## config.mk

```make
export PLATFORM = sky130hd
export DESIGN_NAME = cache_tag_dir
export DESIGN_NICKNAME = d
export VERILOG_FILES = /design/src/rtl/cache_dir_pkg.sv /design/src/rtl/cdir_addr_split.sv /design/src/rtl/cdir_tag_array.sv /design/src/rtl/cdir_sat_cnt.sv /design/src/rtl/cache_tag_dir.sv
export SDC_FILE = /design/constraint.sdc
export NUM_CORES = 1
export LEC_CHECK = 0
export BUFFER_PORTS_ARGS = -buffer_cell sky130_fd_sc_hd__clkbuf_2
export CAP_MARGIN = 20
export CORE_UTILIZATION = 55
export CTS_BUF_LIST = sky130_fd_sc_hd__clkbuf_4 sky130_fd_sc_hd__clkbuf_8 sky130_fd_sc_hd__clkbuf_16
export CTS_CLUSTER_DIAMETER = 40
export DETAILED_ROUTE_END_ITERATION = 10
export PLACE_DENSITY_LB_ADDON = 0.1
export SYNTH_ARGS = -nofsm -noshare
export SYNTH_HDL_FRONTEND = slang
export SYNTH_SLANG_ARGS = --single-unit
```

## constraint.sdc

```tcl
create_clock -name clk -period 5.6 [get_ports clk]
set_clock_uncertainty 0.05 [all_clocks]
set_input_delay 0 -clock clk [delete_from_list [all_inputs] [get_ports clk]]
set_output_delay 0 -clock clk [all_outputs]
set_load 0.05 [all_outputs]
```

## src/rtl/cache_dir_pkg.sv

```systemverilog
package cache_dir_pkg;
  typedef enum logic [1:0] {
    OP_MEM_RD = 2'd0,
    OP_MEM_WR = 2'd1,
    OP_IO_RD  = 2'd2,
    OP_IO_WR  = 2'd3
  } dir_op_e;

  function automatic int unsigned idx_width(input int unsigned n);
    return (n > 1) ? $clog2(n) : 1;
  endfunction
endpackage

```

## src/rtl/cdir_addr_split.sv

```systemverilog
module cdir_addr_split #(
  parameter int ADDR_W = 10,
  parameter int OFFS_W = 2,
  parameter int SET_W  = 2,
  parameter int SET_IW = 2,
  parameter int TAG_W  = 6
) (
  input  logic [ADDR_W-1:OFFS_W] blk_addr,
  output logic [SET_IW-1:0]      set_idx,
  output logic [TAG_W-1:0]       tag
);
  generate
    if (SET_W == 0) begin : g_noidx
      assign set_idx = '0;
    end else begin : g_idx
      assign set_idx = blk_addr[OFFS_W +: SET_W];
    end
  endgenerate

  assign tag = blk_addr[ADDR_W-1 -: TAG_W];
endmodule

```

## src/rtl/cdir_tag_array.sv

```systemverilog
module cdir_tag_array #(
  parameter int WAYS   = 4,
  parameter int SETS   = 4,
  parameter int TAG_W  = 6,
  parameter int SET_IW = 2,
  parameter int WAY_W  = 2
) (
  input  logic              clk,
  input  logic              rst,
  input  logic [SET_IW-1:0] lk_set,
  input  logic [TAG_W-1:0]  lk_tag,
  output logic              lk_hit,
  output logic              lk_full,
  output logic [WAY_W-1:0]  free_way,
  input  logic              wr_en,
  input  logic [WAY_W-1:0]  wr_way,
  input  logic              flush
);
  logic [WAYS-1:0]  valid_q [SETS];
  logic [TAG_W-1:0] tag_q   [SETS][WAYS];
  logic [WAYS-1:0]  match;
  logic [WAYS-1:0]  set_valid;
  logic             any_valid;

  assign set_valid = valid_q[lk_set];

  genvar w;
  generate
    for (w = 0; w < WAYS; w++) begin : g_cmp
      assign match[w] = set_valid[w] && (tag_q[lk_set][w] == lk_tag);
    end
  endgenerate

  assign lk_hit  = |match;
  assign lk_full = &set_valid;

  always_comb begin
    free_way = '0;
    for (int i = WAYS - 1; i >= 0; i--) begin
      if (!set_valid[i]) free_way = WAY_W'(i);
    end
  end

  always_comb begin
    any_valid = 1'b0;
    for (int s = 0; s < SETS; s++) any_valid = any_valid | (|valid_q[s]);
  end

  always_ff @(posedge clk) begin
    if (rst || flush) begin
      for (int s = 0; s < SETS; s++) valid_q[s] <= '0;
    end else if (wr_en) begin
      valid_q[lk_set][wr_way] <= 1'b1;
    end
  end

  always_ff @(posedge clk) begin
    if (wr_en && !rst) tag_q[lk_set][wr_way] <= lk_tag;
  end

  // a tag never sits valid in two ways of one set
  assert_single_match_R4: assert property (@(posedge clk) disable iff (rst)
    $onehot0(match));

  // a flush leaves nothing valid
  assert_flush_clears_R8: assert property (@(posedge clk) disable iff (rst)
    flush |=> !any_valid);

  // a fill makes the looked-up set non-empty
  assert_fill_sets_valid_R5: assert property (@(posedge clk) disable iff (rst)
    wr_en |=> any_valid);
endmodule

```

## src/rtl/cdir_sat_cnt.sv

```systemverilog
module cdir_sat_cnt #(
  parameter int W = 32
) (
  input  logic         clk,
  input  logic         rst,
  input  logic         inc,
  output logic [W-1:0] q
);
  always_ff @(posedge clk) begin
    if (rst)                   q <= '0;
    else if (inc && (q != '1)) q <= q + 1'b1;
  end

  // a full counter stays full
  assert_hold_at_max_R10: assert property (@(posedge clk) disable iff (rst)
    (q == '1) |=> (q == '1));

  // never moves without an increment
  assert_idle_stable_R10: assert property (@(posedge clk) disable iff (rst)
    !inc |=> $stable(q));
endmodule

```

## src/rtl/cache_tag_dir.sv

```systemverilog
module cache_tag_dir
  import cache_dir_pkg::*;
#(
  parameter int ADDR_W = 10,
  parameter int OFFS_W = 2,
  parameter int LINES  = 16,
  parameter int WAYS   = 4,
  parameter int CNT_W  = 32,
  localparam int SETS   = LINES / WAYS,
  localparam int SET_W  = (SETS > 1) ? $clog2(SETS) : 0,
  localparam int SET_IW = idx_width(SETS),
  localparam int WAY_W  = idx_width(WAYS),
  localparam int TAG_W  = ADDR_W - OFFS_W - SET_W
) (
  input  logic              clk,
  input  logic              rst,
  input  logic              req_valid,
  output logic              req_ready,
  input  logic [1:0]        req_op,
  input  logic [ADDR_W-1:0] req_addr,
  output logic              victim_need,
  output logic [SET_IW-1:0] victim_set,
  input  logic [WAY_W-1:0]  victim_way,
  output logic              rsp_valid,
  output logic              rsp_hit,
  output logic [CNT_W-1:0]  hit_cnt,
  output logic [CNT_W-1:0]  miss_cnt,
  output logic [CNT_W-1:0]  evict_cnt
);
  logic [SET_IW-1:0] set_idx;
  logic [TAG_W-1:0]  tag;
  logic              lk_hit, lk_full;
  logic [WAY_W-1:0]  free_way, fill_way;
  logic              accept, is_mem, mem_hit, mem_miss, do_evict, do_flush;
  dir_op_e           op;

  assign op        = dir_op_e'(req_op);
  assign req_ready = !rst;
  assign accept    = req_valid && req_ready;
  assign is_mem    = accept && (op == OP_MEM_RD || op == OP_MEM_WR);
  assign mem_hit   = is_mem && lk_hit;
  assign mem_miss  = is_mem && !lk_hit;
  assign do_evict  = mem_miss && lk_full;
  assign do_flush  = accept && (op == OP_IO_WR);

  cdir_addr_split #(
    .ADDR_W(ADDR_W), .OFFS_W(OFFS_W), .SET_W(SET_W),
    .SET_IW(SET_IW), .TAG_W(TAG_W)
  ) u_split (
    .blk_addr (req_addr[ADDR_W-1:OFFS_W]),
    .set_idx  (set_idx),
    .tag      (tag)
  );

  generate
    if (WAYS == 1) begin : g_dm
      assign fill_way = '0;
    end else begin : g_assoc
      assign fill_way = lk_full ? victim_way : free_way;
    end
  endgenerate

  cdir_tag_array #(
    .WAYS(WAYS), .SETS(SETS), .TAG_W(TAG_W),
    .SET_IW(SET_IW), .WAY_W(WAY_W)
  ) u_array (
    .clk      (clk),
    .rst      (rst),
    .lk_set   (set_idx),
    .lk_tag   (tag),
    .lk_hit   (lk_hit),
    .lk_full  (lk_full),
    .free_way (free_way),
    .wr_en    (mem_miss),
    .wr_way   (fill_way),
    .flush    (do_flush)
  );

  assign victim_need = do_evict;
  assign victim_set  = set_idx;

  cdir_sat_cnt #(.W(CNT_W)) u_hits  (.clk(clk), .rst(rst), .inc(mem_hit),  .q(hit_cnt));
  cdir_sat_cnt #(.W(CNT_W)) u_miss  (.clk(clk), .rst(rst), .inc(mem_miss), .q(miss_cnt));
  cdir_sat_cnt #(.W(CNT_W)) u_evict (.clk(clk), .rst(rst), .inc(do_evict), .q(evict_cnt));

  always_ff @(posedge clk) begin
    if (rst) begin
      rsp_valid <= 1'b0;
      rsp_hit   <= 1'b0;
    end else begin
      rsp_valid <= accept;
      rsp_hit   <= mem_hit;
    end
  end

  // one response pulse per transfer, nothing else
  assert_rsp_after_accept_R3: assert property (@(posedge clk) disable iff (rst)
    accept |=> rsp_valid);
  assert_no_spurious_rsp_R3: assert property (@(posedge clk) disable iff (rst)
    !accept |=> !rsp_valid);

  // an I/O read leaves all counters alone
  assert_ioread_quiet_R9: assert property (@(posedge clk) disable iff (rst)
    (accept && op == OP_IO_RD) |=> ($stable(hit_cnt) && $stable(miss_cnt) && $stable(evict_cnt)));

  // an I/O write leaves all counters alone
  assert_iowrite_quiet_R8: assert property (@(posedge clk) disable iff (rst)
    (accept && op == OP_IO_WR) |=> ($stable(hit_cnt) && $stable(miss_cnt) && $stable(evict_cnt)));

  // an eviction is always counted together with a miss
  assert_evict_is_miss_R7: assert property (@(posedge clk) disable iff (rst)
    (evict_cnt != $past(evict_cnt)) |-> ((miss_cnt != $past(miss_cnt)) || (miss_cnt == '1)));

  // a hit response never comes with a miss count step
  assert_hit_not_miss_R4: assert property (@(posedge clk) disable iff (rst)
    (rsp_valid && rsp_hit) |-> ($stable(miss_cnt) && $stable(evict_cnt)));
endmodule

```

### Word-level counts from Yosys, hierarchy flattened

Memory sizes are Yosys's and may differ from the RTL's.
Cells that the tools add are included.

* input port bits: 17
* memory bits (writable): 112
* flip-flop bits (word level): 98
* memories kept: 2
* output and inout port bits: 102
* word-level logic and storage cells: 67

* $lt $le $gt $ge: 4
* eq/ne operators: 9
* bitwise gates (word level): 1
* reductions and logical operators: 24
* muxes and demuxes: 19
* $add $sub $neg: 3

Memories
* u_array.tag_q: words 4, bits a word 24, rd ports 1, clocked after Yosys merged registers in 0, wr ports 1, RTL line cdir_tag_array.sv:20 `logic [TAG_W-1:0] tag_q [SETS][WAYS];`
* u_array.valid_q: words 4, bits a word 4, rd ports 1, clocked after Yosys merged registers in 0, wr ports 4, RTL line cdir_tag_array.sv:19 `logic [WAYS-1:0] valid_q [SETS];`

Operators with widths (count)
* $add A32 B1 Y32 const B: 3
* $ne A32 B32 Y1 const B: 3
* $eq A6 B6 Y1: 4
* $mux W24: 1
* $logic_and A1 B1 Y1: 16
* $demux W6 S2: 1
* $mux W2: 6
* $mux W4: 3
* $reduce_or A4 Y1: 2
* $mux W1: 6
* $mux W6: 1
* $reduce_and A4 Y1: 1
* $ge A3 B3 Y1 const B: 1
* $lt A2 B3 Y1 const B: 1
* $lt A3 B1 Y1 const B: 1
* $not A2 Y3: 1
* $demux W1 S2: 1
* $eq A2 B1 Y1 const B: 1
* $eq A2 B2 Y1 const B: 1
* $ge A2 B1 Y1 const B: 1
* $logic_not A1 Y1: 2
* $logic_not A2 Y1: 1
* $logic_or A1 B1 Y1: 2

### Longest topological paths before layout

An unclocked memory read counts as a cell.

* depth after elaboration: 13
* depth in mapped cells: 13
* depth with buffers taken out: 8

### Cells and area by module

From an unflattened synthesis, not the netlist that was laid out.

* cell total of the unflattened synthesis: 895
* area total of the unflattened synthesis: 10024.6 um2

By module, submodules not included
* cdir_sat_cnt: instances 3, cells each 199, area each 1674.1 um2, seq. area each 640.6 um2
* cdir_tag_array: instances 1, cells each 278, area each 4812.1 um2, seq. area each 3363.2 um2
* cache_tag_dir: instances 1, cells each 12, area each 130.1 um2, seq. area each 40.0 um2
* cdir_addr_split: instances 1, cells each 8, area each 60.1 um2, seq. area each 0.0 um2

### Worst setup path after synthesis

OpenSTA, ideal clock, no wires.

* kind: register -> register
* start point: mem u_array.tag_q[3][13] (netlist name)
* end point: mem u_array.tag_q[0][10] (netlist name) (enable)
* cell stages (with the launch flop): 10
* buffers on the path: 2
* path slack: 2.357 ns
* library setup time: 0.350 ns
* clock period less this slack: 3.243 ns
* arrival time: 2.843 ns
* required time: 5.200 ns
* cells stage by stage: edfxtp_1 > mux4_2 > xnor2_1 > and4_4 > and4_4 > or4_4 > buf_6 > or3b_1 > buf_4 > nor2_1

* longest elaborated chain between the ends: 9

Ends and longest elaborated chain
* start, declared: RTL line cdir_tag_array.sv:20
* $mem_v2 Z4 W24
* $eq A6 B6 Y1: RTL line cdir_tag_array.sv:30 `assign match[w] = set_valid[w] && (tag_q[lk_set][w] == lk_tag);`
* $logic_and A1 B1 Y1: RTL line cdir_tag_array.sv:30
* $reduce_or A4 Y1: RTL line cdir_tag_array.sv:34 `assign lk_hit = |match;`
* $logic_not A1 Y1: RTL line cache_tag_dir.sv:42 `assign mem_miss = is_mem && !lk_hit;`
* $logic_and A1 B1 Y1: RTL line cache_tag_dir.sv:42
* $logic_and A1 B1 Y1: RTL line cdir_tag_array.sv:58 `if (wr_en && !rst) tag_q[lk_set][wr_way] <= lk_tag;`
* $mux W1: RTL line cdir_tag_array.sv:58
* $mux W24 (implied by the code): RTL line cdir_tag_array.sv:58

No other way between the ends.

### Final worst setup path

* start point: mem u_array.tag_q[0][13] (netlist name)
* end point: mem u_array.tag_q[1][4] (netlist name) (enable)

The elaborated chain is that of the path after synthesis.

==> flow_summary.yaml <==
run_status:
  status: "complete, no violations"
yosys:
  synthMuxAreaShare: 0.08290
  synth_xor_area_frac: 0.02365
  synth_fa_ha_area_frac: 0.003898
  synth_seq_area_share: 0.5530
  ys_ff_latch: 210
  synthFlopType: "edfxtp_1"
  synth_cells: 863
  avgSynthCellArea_um2: 11.16
  synth-edff-count: 112
  ys_async_sr_fraction: 0
  synth-compound-area-share: 0.1051
  ys_types: 51
  yosys_warnings: 0
  syn-num-nets: 883
  synthSimpleGateAreaFrac: 0.1963
  syn_area_um2: 9629
  synth_top_family_by_area: "simple AND/OR/NAND/NOR gates"
clock_network:
  clock_tree.htree_level_count: 2
  cts_tree: "yes"
  cts.clk_slew.worst_paths_ns: 0.06
  clkLatencyLatePin_ns: 0.49
  cts_root_buf: "clkbuf_16"
  clock_path_buffers: 3
  cts.sinks: 210
  post_cts_buffers: 0
  cts_buffers: 34
route:
  vias: 7498
  wl_per_cell_um: 18.76
  post_drt_via_cell_ratio: 6.171
  drc_errors: 0
  drt_iter0_markers: 382
  routed_wl_um: 22800
  firstDrtPassIters: 5
  ant_nets: 0
final_layout:
  num-fill-cells: 1331
  final_cell_mix: "clkbuf_2 (115), edfxtp_1 (112), dfxtp_1 (98)"
  final_util: 0.6664
  layout-drive-gt1-share: 0.2414
  fin_cells: 1215
  n_antenna_cell: 0
  final_nets: 985
  final_common_cell: "clkbuf_2"
  syn_to_final_growth_pct: 18.88
  stdcell_area_um2: 11450
timing:
  setup_tns_ns: 0
  period_minus_slack_ns: 3.832
  maxSlewViolCount: 0
  worstMarginPinSlew_ns: 0.8718
  setup_viol: 0
  fmax_mhz: 261.0
  max_slew_margin: 0.4188
  hold-worst-slack_ns: 0.03331
  finalCritPeriodShare: 0.6843
  hold_viol_final: 0
  setup_ws_ns: 1.768
  grt_setup_unrepaired: "no"
worst_setup_path:
  start_kind: "flip-flop"
  crit_path_end_kind: "flip-flop"
  worstPathArrival_ns: 3.90
  crit_required_ns: 5.67
  crit_type: "reg -> reg"
  crit_path_max_fanout: 59
flow_run:
  cap_viol_max_count: 0
die:
  row_count: 48
  start_util: 0.5606
  fp.dieH_um: 134.3
  die_w_um: 134.3
  ios: 119
  core_um2: 17180
  die_area_um2: 18040
placed_design:
  dpl_cell_area_um2: 10260
  placed_cells: 1148
  routabilityCongestion: 0.8238
  io_buffers: 116
  dp_slack_ns: 1.252
  dpl.hpwl_um: 14620
global_routing:
  grt_max_degree: 60
  grt_pass1_vias: 7149
  antenna_found_initial: 0
  grt_use_total: 0.2527
  grt-ovfl-total: 0
  grt_pass1_wl_um: 36340
pwr:
  comb_power_share: 0.038
  powerDensity_nw_per_um2: 332.3
  p_switching_mw: 0.8365
  seqPwrFrac: 0.430
  vdd_ir_drop_max_uv: 239.2
  power_frac_clock: 0.532
  p_int_mw: 2.967
  switching_share: 0.2199
  p_leak_nw: 3.945
  finalPower_mw: 3.804
hold_path:
  hold_class: "in -> reg"
[power groups by stage]
stage | clock [mW] | sequential (mW) | combinational [mW]
floorplan | 0 | 1.67 | 0.0996
global placement | 0 | 1.67 | 0.135
detailed placement | 0 | 1.67 | 0.141
CTS | 2.05 | 1.64 | 0.144
global route | 2.12 | 1.64 | 0.156
finish | 2.02 | 1.64 | 0.144
[metal layers]
metal / part of all wire / wire length [um] / global-route usage / vias up
met3: 0.048 / 1105 / 0.04195 / 42
met4: 0.025 / 572 / 0.09301 / 0
met1: 0.42 / 9605 / 0.3253 / 3692
met2: 0.51 / 11510 / 0.4298 / 231
met5: 0 / 0 / 0 / -
li1: - / - / - / 3533
[synth_stat cells (all sizes together) (19+ instances only)]
master,number,area [um^2]
o31ai,19,142.6
nand4,25,156.4
o21ai,71,362.8
dfxtp,98,1962
edfxtp,112,3363
or3,59,369.1
a21oi,77,389.1
mux4,28,630.6
or4,23,176.4
nand2,40,150.1
buf,22,157.6
and3,26,162.7
clkbuf,42,157.7
nand3,42,210.2
xnor2,21,183.9
nor2,47,176.4
[sequential cells by signal, summed over array words and instances (netlist names)]
name and flops:
u_miss.q 32, u_array.tag_q 96, u_evict.q 32, u_array.valid_q 16
rsp_valid 1, rsp_hit 1, u_hits.q 32
[critical path, stage by stage, from the launching register on]
cell and delay (ns):
edfxtp_1 0.38, mux4_2 0.48, xnor2_1 0.15, and4_4 0.22, and4_4 0.20, or4_4 0.78
or3_1 0.65, nor2_1 0.53
[repair_timing]
action / in CTS / in global routing
gates resized for setup: 0 / 0
endpoints found under the hold margin: 44 / 0
hold buffers: 5 / 0
[worst paths after layout]
path,start,to,slack (ns),cells after the start
max,u_array.tag_q[0][13],u_array.tag_q[1][4],1.77,7
max reg2reg,u_array.tag_q[0][13],u_array.tag_q[1][4],1.77,7
min reg2reg,u_miss.q[9],u_miss.q[9],0.44,2
min,req_addr[4],u_array.tag_q[2][6],0.03,1
[area by class of cell]
type	count	area, um^2	area share
clock buffer	40	919.6	0.08034
tap	225	281.5	0.02459
inverter	6	22.52	0.001967
multi-input combinational	583	3986	0.3482
clock inverter	21	203.9	0.01782
sequential	210	5325	0.4652
timing repair buffer	130	708.2	0.06186
[cell families (layout without fill, tap and decap cells)]
family	count (synthesis)	in the layout
compound gates	182	182
xor+xnor	26	26
fa+ha+maj	3	3
buf+inv	70	197
flops	210	210
mux	43	43
simple gates	329	329
Note: power is estimated with default switching activity, not from simulation.
